**config.mk**
```make
export PLATFORM = sky130hd
export DESIGN_NAME = hdlc_addr_rx
export DESIGN_NICKNAME = d
export VERILOG_FILES = /design/src/rtl/hdlc_rx_pkg.sv /design/src/rtl/hdlc_bit_deframer.sv /design/src/rtl/hdlc_rx_fifo.sv /design/src/rtl/hdlc_addr_rx.sv
export SDC_FILE = /design/constraint.sdc
export NUM_CORES = 1
export LEC_CHECK = 0
export ABC_AREA = 0
export BUFFER_PORTS_ARGS = -buffer_cell sky130_fd_sc_hd__buf_2
export CAP_MARGIN = 20
export CORE_MARGIN = 2
export CORE_UTILIZATION = 35
export DETAILED_ROUTE_END_ITERATION = 8
export PLACE_DENSITY = 0.47
export SYNTH_ARGS = -nofsm -noshare
export SYNTH_HDL_FRONTEND = slang
export SYNTH_HIERARCHICAL = 1
export SYNTH_SLANG_ARGS = --single-unit
```
**constraint.sdc**
```tcl
create_clock -name clk -period 5.47 [get_ports clk]
set_input_delay 0.8205 -clock clk [delete_from_list [all_inputs] [get_ports clk]]
set_output_delay 0.8205 -clock clk [all_outputs]
set_load 0.01 [all_outputs]
```
**src/rtl/hdlc_rx_pkg.sv**
```systemverilog
package hdlc_rx_pkg;

    localparam logic [15:0] CRC_GOOD   = 16'hF0B8;
    localparam logic [15:0] CRC_POLY_R = 16'h8408;
    localparam logic [7:0]  GROUP_ADDR = 8'hFC;
    localparam logic [7:0]  CR_MASK    = 8'hFD;

    typedef struct packed {
        logic       byte_vld;
        logic [7:0] data;
        logic       frm_end;
        logic       frm_odd;
        logic       frm_abort;
    } rx_evt_t;

    function automatic logic [15:0] crc16_step(logic [15:0] c, logic [7:0] d);
        logic [15:0] r;
        r = c ^ {8'h00, d};
        for (int i = 0; i < 8; i++) begin
            r = r[0] ? ((r >> 1) ^ CRC_POLY_R) : (r >> 1);
        end
        return r;
    endfunction

    function automatic logic addr_hit(logic [7:0] d, logic [7:0] a, logic [7:0] b, logic two);
        logic [7:0] m;
        m = d & CR_MASK;
        return (m == (a & CR_MASK)) || (m == (b & CR_MASK)) ||
               (two && (m == (GROUP_ADDR & CR_MASK)));
    endfunction

endpackage

```
**src/rtl/hdlc_bit_deframer.sv**
```systemverilog
module hdlc_bit_deframer
    import hdlc_rx_pkg::*;
(
    input  logic    clk,
    input  logic    rst_n,
    input  logic    bit_vld,
    input  logic    bit_in,
    input  logic    transparent,
    output rx_evt_t evt
);

    typedef struct packed {
        logic [2:0]  ones;
        logic        hunting;
        logic [3:0]  nbits;
        logic [15:0] sh;
        logic [2:0]  tcnt;
        rx_evt_t     evt;
    } st_t;

    st_t s_q, s_d;

    always_comb begin
        s_d     = s_q;
        s_d.evt = '0;
        if (bit_vld) begin
            if (transparent) begin
                s_d.sh   = {bit_in, s_q.sh[15:1]};
                s_d.tcnt = s_q.tcnt + 3'd1;
                if (s_q.tcnt == 3'd7) begin
                    s_d.evt.byte_vld = 1'b1;
                    s_d.evt.data     = s_d.sh[15:8];
                end
            end else begin
                s_d.ones = bit_in ? ((s_q.ones == 3'd7) ? 3'd7 : s_q.ones + 3'd1) : 3'd0;
                if (!bit_in && s_q.ones == 3'd6) begin
                    // delimiter: the data path holds 7 delimiter bits
                    if (!s_q.hunting && s_q.nbits >= 4'd8) begin
                        s_d.evt.frm_end = 1'b1;
                        s_d.evt.frm_odd = (s_q.nbits[2:0] != 3'd7);
                    end
                    s_d.hunting = 1'b0;
                    s_d.nbits   = 4'd0;
                end else if (bit_in && s_q.ones == 3'd6) begin
                    if (!s_q.hunting) begin
                        s_d.evt.frm_abort = 1'b1;
                    end
                    s_d.hunting = 1'b1;
                end else if (!bit_in && s_q.ones == 3'd5) begin
                    s_d.sh = s_q.sh;
                end else if (!s_q.hunting) begin
                    s_d.sh    = {bit_in, s_q.sh[15:1]};
                    s_d.nbits = (s_q.nbits == 4'd15) ? 4'd8 : s_q.nbits + 4'd1;
                    if (s_d.nbits == 4'd15) begin
                        s_d.evt.byte_vld = 1'b1;
                        s_d.evt.data     = s_d.sh[8:1];
                    end
                end
            end
        end
    end

    always_ff @(posedge clk or negedge rst_n) begin
        if (!rst_n) begin
            s_q         <= '0;
            s_q.hunting <= 1'b1;
        end else begin
            s_q <= s_d;
        end
    end

    assign evt = s_q.evt;


    evt_excl_chk: assert property (@(posedge clk) disable iff (!rst_n)
        $onehot0({evt.byte_vld, evt.frm_end, evt.frm_abort}));


    abort_hunt_chk: assert property (@(posedge clk) disable iff (!rst_n)
        (evt.frm_abort && !transparent) |=> !evt.byte_vld);

endmodule

```
**src/rtl/hdlc_rx_fifo.sv**
```systemverilog
module hdlc_rx_fifo #(
    parameter int DEPTH = 64,
    parameter int DW    = 8
) (
    input  logic                       clk,
    input  logic                       rst_n,
    input  logic                       wr_en,
    input  logic [DW-1:0]              wr_data,
    input  logic                       rd_en,
    output logic [DW-1:0]              rd_data,
    output logic [$clog2(DEPTH+1)-1:0] count,
    output logic                       empty,
    output logic                       wr_done
);

    localparam int AW = $clog2(DEPTH);
    localparam int CW = $clog2(DEPTH + 1);
    localparam logic [AW-1:0] LAST = AW'(DEPTH - 1);
    localparam logic [CW-1:0] FULL = CW'(DEPTH);

    typedef struct packed {
        logic [AW-1:0] wp;
        logic [AW-1:0] rp;
        logic [CW-1:0] cnt;
    } st_t;

    st_t s_q, s_d;
    logic [DW-1:0] mem_q [DEPTH];
    logic do_wr, do_rd;

    always_comb begin
        s_d   = s_q;
        do_wr = wr_en && (s_q.cnt != FULL);
        do_rd = rd_en && (s_q.cnt != '0);
        if (do_wr) s_d.wp = (s_q.wp == LAST) ? '0 : s_q.wp + 1'b1;
        if (do_rd) s_d.rp = (s_q.rp == LAST) ? '0 : s_q.rp + 1'b1;
        case ({do_wr, do_rd})
            2'b10:   s_d.cnt = s_q.cnt + 1'b1;
            2'b01:   s_d.cnt = s_q.cnt - 1'b1;
            default: s_d.cnt = s_q.cnt;
        endcase
    end

    always_ff @(posedge clk or negedge rst_n) begin
        if (!rst_n) s_q <= '0;
        else        s_q <= s_d;
    end

    always_ff @(posedge clk) begin
        if (do_wr) mem_q[s_q.wp] <= wr_data;
    end

    assign rd_data = mem_q[s_q.rp];
    assign count   = s_q.cnt;
    assign empty   = (s_q.cnt == '0);
    assign wr_done = do_wr;


    no_overflow_chk: assert property (@(posedge clk) disable iff (!rst_n)
        (s_q.cnt == FULL && wr_en && !rd_en) |=> (s_q.cnt == FULL));


    no_underflow_chk: assert property (@(posedge clk) disable iff (!rst_n)
        (s_q.cnt == '0 && rd_en && !wr_en) |=> (s_q.cnt == '0));

endmodule

```
**src/rtl/hdlc_addr_rx.sv**
```systemverilog
module hdlc_addr_rx
    import hdlc_rx_pkg::*;
#(
    parameter int SLOTS = 32,
    parameter int DEPTH = 64,
    parameter int POOL  = 32
) (
    input  logic                       clk,
    input  logic                       rst_n,
    input  logic                       bit_in,
    input  logic                       bit_en,
    input  logic [$clog2(SLOTS)-1:0]   slot_idx,
    input  logic [SLOTS-1:0]           slot_mask,
    input  logic                       cfg_transparent,
    input  logic                       cfg_addr2,
    input  logic [7:0]                 addr_a,
    input  logic [7:0]                 addr_b,
    input  logic                       rd_en,
    output logic [7:0]                 rd_data,
    output logic [$clog2(DEPTH+1)-1:0] fifo_cnt,
    output logic                       fifo_empty,
    output logic                       irq_msg_end,
    output logic                       irq_pool_full
);

    localparam int PW = $clog2(POOL);
    localparam logic [PW-1:0] POOL_LAST = PW'(POOL - 1);

    typedef struct packed {
        logic          accept;
        logic [2:0]    nbytes;
        logic [15:0]   crc;
        logic [7:0]    p0;
        logic [7:0]    p1;
        logic [1:0]    pv;
        logic [PW-1:0] wcnt;
        logic          irq_me;
        logic          irq_pf;
    } st_t;

    st_t      s_q, s_d;
    rx_evt_t  evt;
    logic     bit_take;
    logic     fifo_wr, fifo_wr_done, keep, len_err;
    logic [7:0] fifo_wd;

    assign bit_take = bit_en && slot_mask[slot_idx];

    hdlc_bit_deframer u_deframer (
        .clk         (clk),
        .rst_n       (rst_n),
        .bit_vld     (bit_take),
        .bit_in      (bit_in),
        .transparent (cfg_transparent),
        .evt         (evt)
    );

    always_comb begin
        s_d        = s_q;
        s_d.irq_me = 1'b0;
        s_d.irq_pf = 1'b0;
        fifo_wr    = 1'b0;
        fifo_wd    = 8'h00;
        keep       = s_q.accept;
        len_err    = evt.frm_odd || (s_q.nbytes < 3'd4);
        if (cfg_transparent) begin
            if (evt.byte_vld) begin
                fifo_wr = 1'b1;
                fifo_wd = evt.data;
            end
        end else if (evt.byte_vld) begin
            if (s_q.nbytes == 3'd0) begin
                keep = addr_hit(evt.data, addr_a, addr_b, cfg_addr2);
            end
            s_d.accept = keep;
            s_d.crc    = crc16_step(s_q.crc, evt.data);
            s_d.nbytes = (s_q.nbytes == 3'd4) ? 3'd4 : s_q.nbytes + 3'd1;
            s_d.p0     = evt.data;
            s_d.p1     = s_q.p0;
            s_d.pv     = (s_q.pv == 2'd2) ? 2'd2 : s_q.pv + 2'd1;
            if (s_q.pv == 2'd2 && keep) begin
                fifo_wr = 1'b1;
                fifo_wd = s_q.p1;
            end
        end else if (evt.frm_end || evt.frm_abort) begin
            if (s_q.accept && s_q.nbytes != 3'd0) begin
                fifo_wr    = 1'b1;
                fifo_wd    = evt.frm_abort ? 8'h40 :
                             {(s_q.crc == CRC_GOOD) && !len_err, 1'b0, len_err, 5'b0};
                s_d.irq_me = 1'b1;
            end
            s_d.accept = 1'b0;
            s_d.nbytes = 3'd0;
            s_d.crc    = 16'hFFFF;
            s_d.pv     = 2'd0;
        end
        if (fifo_wr_done) begin
            s_d.wcnt   = (s_q.wcnt == POOL_LAST) ? '0 : s_q.wcnt + 1'b1;
            s_d.irq_pf = (s_q.wcnt == POOL_LAST);
        end
    end

    always_ff @(posedge clk or negedge rst_n) begin
        if (!rst_n) begin
            s_q     <= '0;
            s_q.crc <= 16'hFFFF;
        end else begin
            s_q <= s_d;
        end
    end

    hdlc_rx_fifo #(.DEPTH(DEPTH), .DW(8)) u_fifo (
        .clk     (clk),
        .rst_n   (rst_n),
        .wr_en   (fifo_wr),
        .wr_data (fifo_wd),
        .rd_en   (rd_en),
        .rd_data (rd_data),
        .count   (fifo_cnt),
        .empty   (fifo_empty),
        .wr_done (fifo_wr_done)
    );

    assign irq_msg_end   = s_q.irq_me;
    assign irq_pool_full = s_q.irq_pf;


    reject_quiet_chk: assert property (@(posedge clk) disable iff (!rst_n)
        (!cfg_transparent && !s_q.accept && s_q.nbytes != 3'd0) |-> !fifo_wr);


    msg_end_kept_chk: assert property (@(posedge clk) disable iff (!rst_n)
        irq_msg_end |-> $past(s_q.accept));


    pool_after_write_chk: assert property (@(posedge clk) disable iff (!rst_n)
        irq_pool_full |-> $past(fifo_wr_done));


    raw_no_status_chk: assert property (@(posedge clk) disable iff (!rst_n)
        (cfg_transparent && $past(cfg_transparent)) |-> !irq_msg_end);

endmodule

```
; ---- Word level (Yosys, flattened, before mapping)
; Memories as Yosys holds them, arrays and structs flattened.
; Cells that the tools add are included.
; W data, S select, Z words.
[classes]
n_mul = 0
n_div = 0
n_reduce_logical = 32
n_lt_le_gt_ge = 3
add_sub_neg = 10
n_eq_ne = 26
muxes = 66
bitwise = 10
shift = 0
[ops]
columns = op, n
row1 = $mux W16, 11
row2 = $mux W20, 4
row3 = $mux W9, 7
row4 = $mux W8, 7
row5 = $not A2 Y3, 8
row6 = $mux W1, 19
row7 = $eq A16 B16 Y1 const B, 1
row8 = $xor A16 B8 Y16, 1
row9 = $eq A3 B3 Y1 const B, 5
row10 = $eq A7 B7 Y1, 2
row11 = $pmux W7 S2, 1
row12 = $add A6 B1 Y6 const B, 2
row13 = $eq A6 B6 Y1 const B, 2
row14 = $mux W12, 1
row15 = $mux W3, 4
row16 = $mux W6, 2
row17 = $logic_and A1 B1 Y1, 11
row18 = $mux W2, 5
row19 = $mux W5, 2
row20 = $ne A2 B2 Y1 const B, 5
row21 = $reduce_and A5 Y1, 2
row22 = $add A3 B1 Y3 const B, 3
row23 = $eq A4 B4 Y1 const B, 2
row24 = $mux W4, 2
row25 = other kinds (26), 38
[word_totals]
out_inout_bits = 18
mem_bits_rw = 512
regBits = 103
wordCells = 170
inputBits = 60
mem_count = 1
romBits = 0
latchBits = 0
[mem_list]
columns = memory, depth, word_bits, rd, rd_clocked_by_memory_dff, wr, line
row1 = u_fifo.mem_q, 64, 8, 1, 0, 1, hdlc_rx_fifo.sv:28  ; logic [DW-1:0] mem_q [DEPTH];

; ---- Depth between registers and ports, before layout
[logic_depth]
depth_word = 18
mapped_depth = 19
mapped_depth_nobuf = 17

; ---- By module
; The synthesis kept the hierarchy.
[modules_own_cells]
columns = mod, instances, cells_each, area_per_inst_um2, seq_area_each_um2
row1 = hdlc_rx_fifo, 1, 1022, 20996.4, 15850.2
row2 = hdlc_addr_rx, 1, 285, 2740.1, 1146.1
row3 = hdlc_bit_deframer, 1, 131, 1750.4, 927.1

; ---- Least setup slack after synthesis
; OpenSTA, ideal clock, no wires.
[synth_timing]
path_type = in2reg
startpoint = in cfg_addr2
endpoint = reg u_fifo.s_q (netlist bit u_fifo/count[6])
t_required_ps = 5390
cell_stages = 16
path_buffers = 1
slack_ps = 1624
setup_time_ps = 80
arrival_time_ps = 3767
cell_sequence = nand4_1 -> or4b_1 -> o41ai_2 -> o21a_4 -> or3_1 -> inv_1 -> a31oi_1 -> clkbuf_1 -> inv_1 -> ha_1 -> ha_1 -> nor2b_1 -> o21ai_0 -> a21oi_1 -> o211ai_1 -> xnor2_1
[synth_between]
elab_chain_len = 12
word_cells_on_any_way = 14
classes_between = eq/ne: 2 / mux: 7 / reduce/logical: 5
[synth_rtl]
columns = element, line
row1 = from (decl), hdlc_addr_rx.sv:15  ; input logic cfg_addr2,
row2 = $logic_and A1 B1 Y1 *, hdlc_rx_pkg.sv:29  ; (two && (m == (GROUP_ADDR & CR_MASK)));
row3 = $logic_or A1 B1 Y1 *, hdlc_rx_pkg.sv:28  ; return (m == (a & CR_MASK)) || (m == (b & CR_MASK)) ||
row4 = $mux W1 *, hdlc_addr_rx.sv:72  ; if (s_q.nbytes == 3'd0) begin
row5 = $mux W1 *, hdlc_addr_rx.sv:71  ; end else if (evt.byte_vld) begin
row6 = $mux W1 *, hdlc_addr_rx.sv:66  ; if (cfg_transparent) begin
row7 = $logic_and A1 B1 Y1 *, hdlc_addr_rx.sv:81  ; if (s_q.pv == 2'd2 && keep) begin
row8 = $mux W1 *, hdlc_addr_rx.sv:81
row9 = $mux W1 *, hdlc_addr_rx.sv:71
row10 = $mux W1 *, hdlc_addr_rx.sv:66
row11 = named net fifo_wr, hdlc_addr_rx.sv:44  ; logic fifo_wr, fifo_wr_done, keep, len_err;
row12 = $logic_and A1 B1 Y1 *, hdlc_rx_fifo.sv:33  ; do_wr = wr_en && (s_q.cnt != FULL);
row13 = named net fifo_wr_done, hdlc_addr_rx.sv:44
row14 = $eq A2 B1 Y1 or $eq A2 B2 Y1 (tied branches), hdlc_rx_fifo.sv:37  ; case ({do_wr, do_rd})
row15 = $pmux W7 S2 or $reduce_bool A2 Y1 (tied branches), --
row16 = to (signal assigned), hdlc_rx_fifo.sv:45  ; if (!rst_n) s_q <= '0;
row17 = to (signal assigned), hdlc_rx_fifo.sv:46  ; else s_q <= s_d;
row18 = to (decl), hdlc_rx_fifo.sv:27  ; st_t s_q, s_d;
; Mark *: on every way through the listed nets, which the timed path passes. The rest lies on a longest branch. The select of a mux whose other input is x is not followed.
; A chain may end at the register's enable or synchronous reset.

; ---- Final worst setup path
[layout_timing]
startpoint = reg u_fifo/s_q[7] (netlist name)
endpoint = out rd_data[6]
[layout_between]
elab_chain_len = 1
[layout_rtl]
columns = element, line
row1 = $mem_v2 Z64 W8, --
row2 = to (decl), hdlc_addr_rx.sv:19  ; output logic [7:0] rd_data,
; Every way passes these cells.

==> out/summary.txt <==
Status: finished, final reports clean
DRC errors left: 0
Cell variety after synth: 72
R2R setup slack: 1310 ps
Min Tclk post-route: 4590 ps
Final Net Count: 1664
Met1 Use GR: 22.9%
Largest net degree at the start of global routing: 74
Ys Warns: 6
Met3 Use GR: 2.56%
CTS Hold Bufs: 0
Pre-antenna DRT Iters: 5
# clock sinks: 613
HP Class: input port to async pin
Total Wirelength: 61000 um
Via Count: 13372
Synthesized area: 25500 um2
Leakage power figure: 10.7 nW
Drt via density: 5.18
Clock root buffer: clkbuf_16
Final setup viols: 0
Layout cells sized above 1: 27.3%
Avg WL per Cell: 23.6 um
Initial Util: 35.5%
H-Tree Depth: 3
Sequential area share after synthesis: 70.3%
Non-Filler Instances: 2579
Chip Height: 274 um
Req. time, crit path: 4650 ps
Crit. End Element: primary output
Main synth FF type: edfxtp_1
Core footprint: 71700 um2
Final Worst Setup Slack: 882 ps
Setup TNS: 0 ps
Max Fclk: 218 MHz
Pwr Density: 420 nW/um2
Seq cells post-synth: 613
Vias in the first global route: 13592
M2 GR Usage: 26.4%
CP arrival: 3770 ps
Clock Skews: 32.8 ps
Worst-margin pin slew: 1040 ps
Area taken by multi-input logic gates: 6900 um2
Post-synth ARST share: 16.5%
Syn nets: 1522
Die X: 274 um
Number of gates resized after CTS: 0
Area growth syn-to-layout: 15.0%
# rows: 98
Placer Congestion: 0.769
Slew headroom: 30.8%
Longest Clk Path Bufs: 3
Max FO, Critical Path: 36
Nature of the critical path startpoint: flip-flop
EDFF count, synth: 512
Total power: 12.3 mW
Sequential power share: 46.0%
GRT overflow: 0
Placed cell areas: 27300 um2
Avg Cell Area, Syn: 17.7 um2
Crit Path Class: flip-flop to primary output
Buffers on Ports: 75
Diode count: 0
Clk_lat worst skew: 600 ps
Boundary Pins: 78
Cts bufs inserted: 67
Placed insts: 2460
Sw frac: 28.7%
Final worst path period share: 83.9%
Post-detail-place hpwl: 38600 um
Max capacitance violation total: 0
Cell Int Power: 8.77 mW
CTS clk-pin slew, worst paths: 60 ps
Global-route wire length before repair: 90000 um
Gr usage total: 16.4%
Clk pwr share: 34.0%
Pre-CTS setup slack: 997 ps
Fin. Hold Viols: 0
Worst vdd ir: 0.251 mV
Post-CTS setup buffer count: 0
Initial antenna violation count: 0
Max-slew violations: 0
FILL cells: 6509
Final core utilization: 40.8%
DR iter-0 viols: 888
Busiest grt layer: met2
CTS tree: yes
RSZ-0062 raised after global routing: no
Antenna-violating nets left: 0
Die area: 75000 um2
Combinational share of power: 20.0%
Register area: 17900 um2
WHS: 377 ps
Switching pwr: 3.53 mW
Fin area: 29300 um2
Syn Inst Count: 1438
==> logic make-up (layout without fill, tap and decap cells) <==
logic type	count (synthesis)	in the layout	synth area share, %
AO/OA/AOI/OAI	184	184	5.31
multiplexers	172	172	13.7
flip-flops	613	613	70.3
adder cells (fa/ha/maj)	24	24	1.21
XOR/XNOR	48	48	1.65
AND/OR/NAND/NOR	271	271	4.96
buffers and inverters	126	317	2.84
==> cell usage in the layout, fill, tap and decap left out, types with 25 or more instances in the layout <==
cell,instances
edfxtp_1,512
dfrtp_1,82
a21oi_1,34
buf_4,92
clkbuf_16,70
a22oi_1,41
nor2_1,95
nand2_1,88
xnor2_1,33
inv_1,25
mux2_2,27
mux4_2,105
buf_2,74
==> per-layer routing <==
layer	part of all wire, %	routed length [um]
met3	3.7	2260
met5	0	0
met4	2.4	1430
met1	46	28100
met2	48	29200
==> final timing paths <==
kind                                    from            endpoint  cells past startpoint
hold reg to reg                      s_q[19]             s_q[11]                      2
max in group asynchronous              rst_n       u_fifo/s_q[7]                      2
setup reg to reg           u_deframer/evt[7]     u_fifo/count[6]                     14
min in group clk                     s_q[19]             s_q[11]                      2
hold / removal                         rst_n  u_deframer/s_q[17]                      1
setup / recovery               u_fifo/s_q[7]          rd_data[6]                      6
==> area by class of cell <==
cell class,instances,share of cell area [%]
clock buffers,94,6.35
inverters,27,0.346
clock inverters,24,0.478
repair buffers,172,4.03
well taps,950,4.06
flip-flops and latches,613,61.2
multi-input cells,699,23.5
==> worst max-delay path, stage by stage (launching register included) <==
cell	delay, ps
dfrtp_4	890
buf_12	300
mux4_2	550
a221oi_1	600
a221oi_1	280
a221o_1	370
buf_2	150
==> flip-flops by register name, summed over array words and instances, names as in the netlist <==
register,flops
u_deframer/s_q,25
s_q,43
irq_msg_end,1
irq_pool_full,1
u_fifo/mem_q,512
u_fifo/s_q,12
u_fifo/count,7
u_deframer/evt,12
==> Yosys cell counts (4+ instances only) <==
master / count / area (um2)
mux4_2: 105 / 2360
a221oi_1: 23 / 201
a21oi_1: 34 / 170
nand3b_1: 5 / 37.5
edfxtp_1: 512 / 15400
nor2_1: 96 / 360
mux2_4: 10 / 150
a22o_1: 23 / 201
buf_2: 18 / 90.1
buf_1: 7 / 26.3
ha_1: 23 / 288
nand2b_1: 4 / 25.0
dfstp_2: 17 / 447
inv_1: 25 / 93.8
o21ai_1: 5 / 25.0
dfrtp_1: 84 / 2100
mux2_2: 27 / 304
nand2_1: 88 / 330
xor2_1: 15 / 131
xnor2_1: 33 / 289
mux4_1: 23 / 604
clkbuf_1: 36 / 135
nand3_1: 20 / 100
nand4_1: 5 / 31.3
and3_1: 5 / 31.3
mux2i_1: 7 / 70.1
and2_1: 5 / 31.3
buf_4: 29 / 218
buf_12: 6 / 120
nor3b_1: 4 / 30.0
a22oi_1: 41 / 308
a221o_1: 8 / 80.1
o21ai_0: 20 / 100
a31oi_1: 5 / 31.3
nor4_1: 4 / 25.0
nor2b_1: 12 / 75.1
==> power by group through the flow <==
stage,Combinational [mW],Sequential (mW),Clock [mW]
floorplan,1.86,5.52,0
global placement,2.47,5.75,0
detailed placement,2.49,5.76,0
CTS,2.50,5.66,4.30
global route,2.65,5.70,4.46
finish,2.46,5.65,4.18
Note: power is estimated with default switching activity, not from simulation.
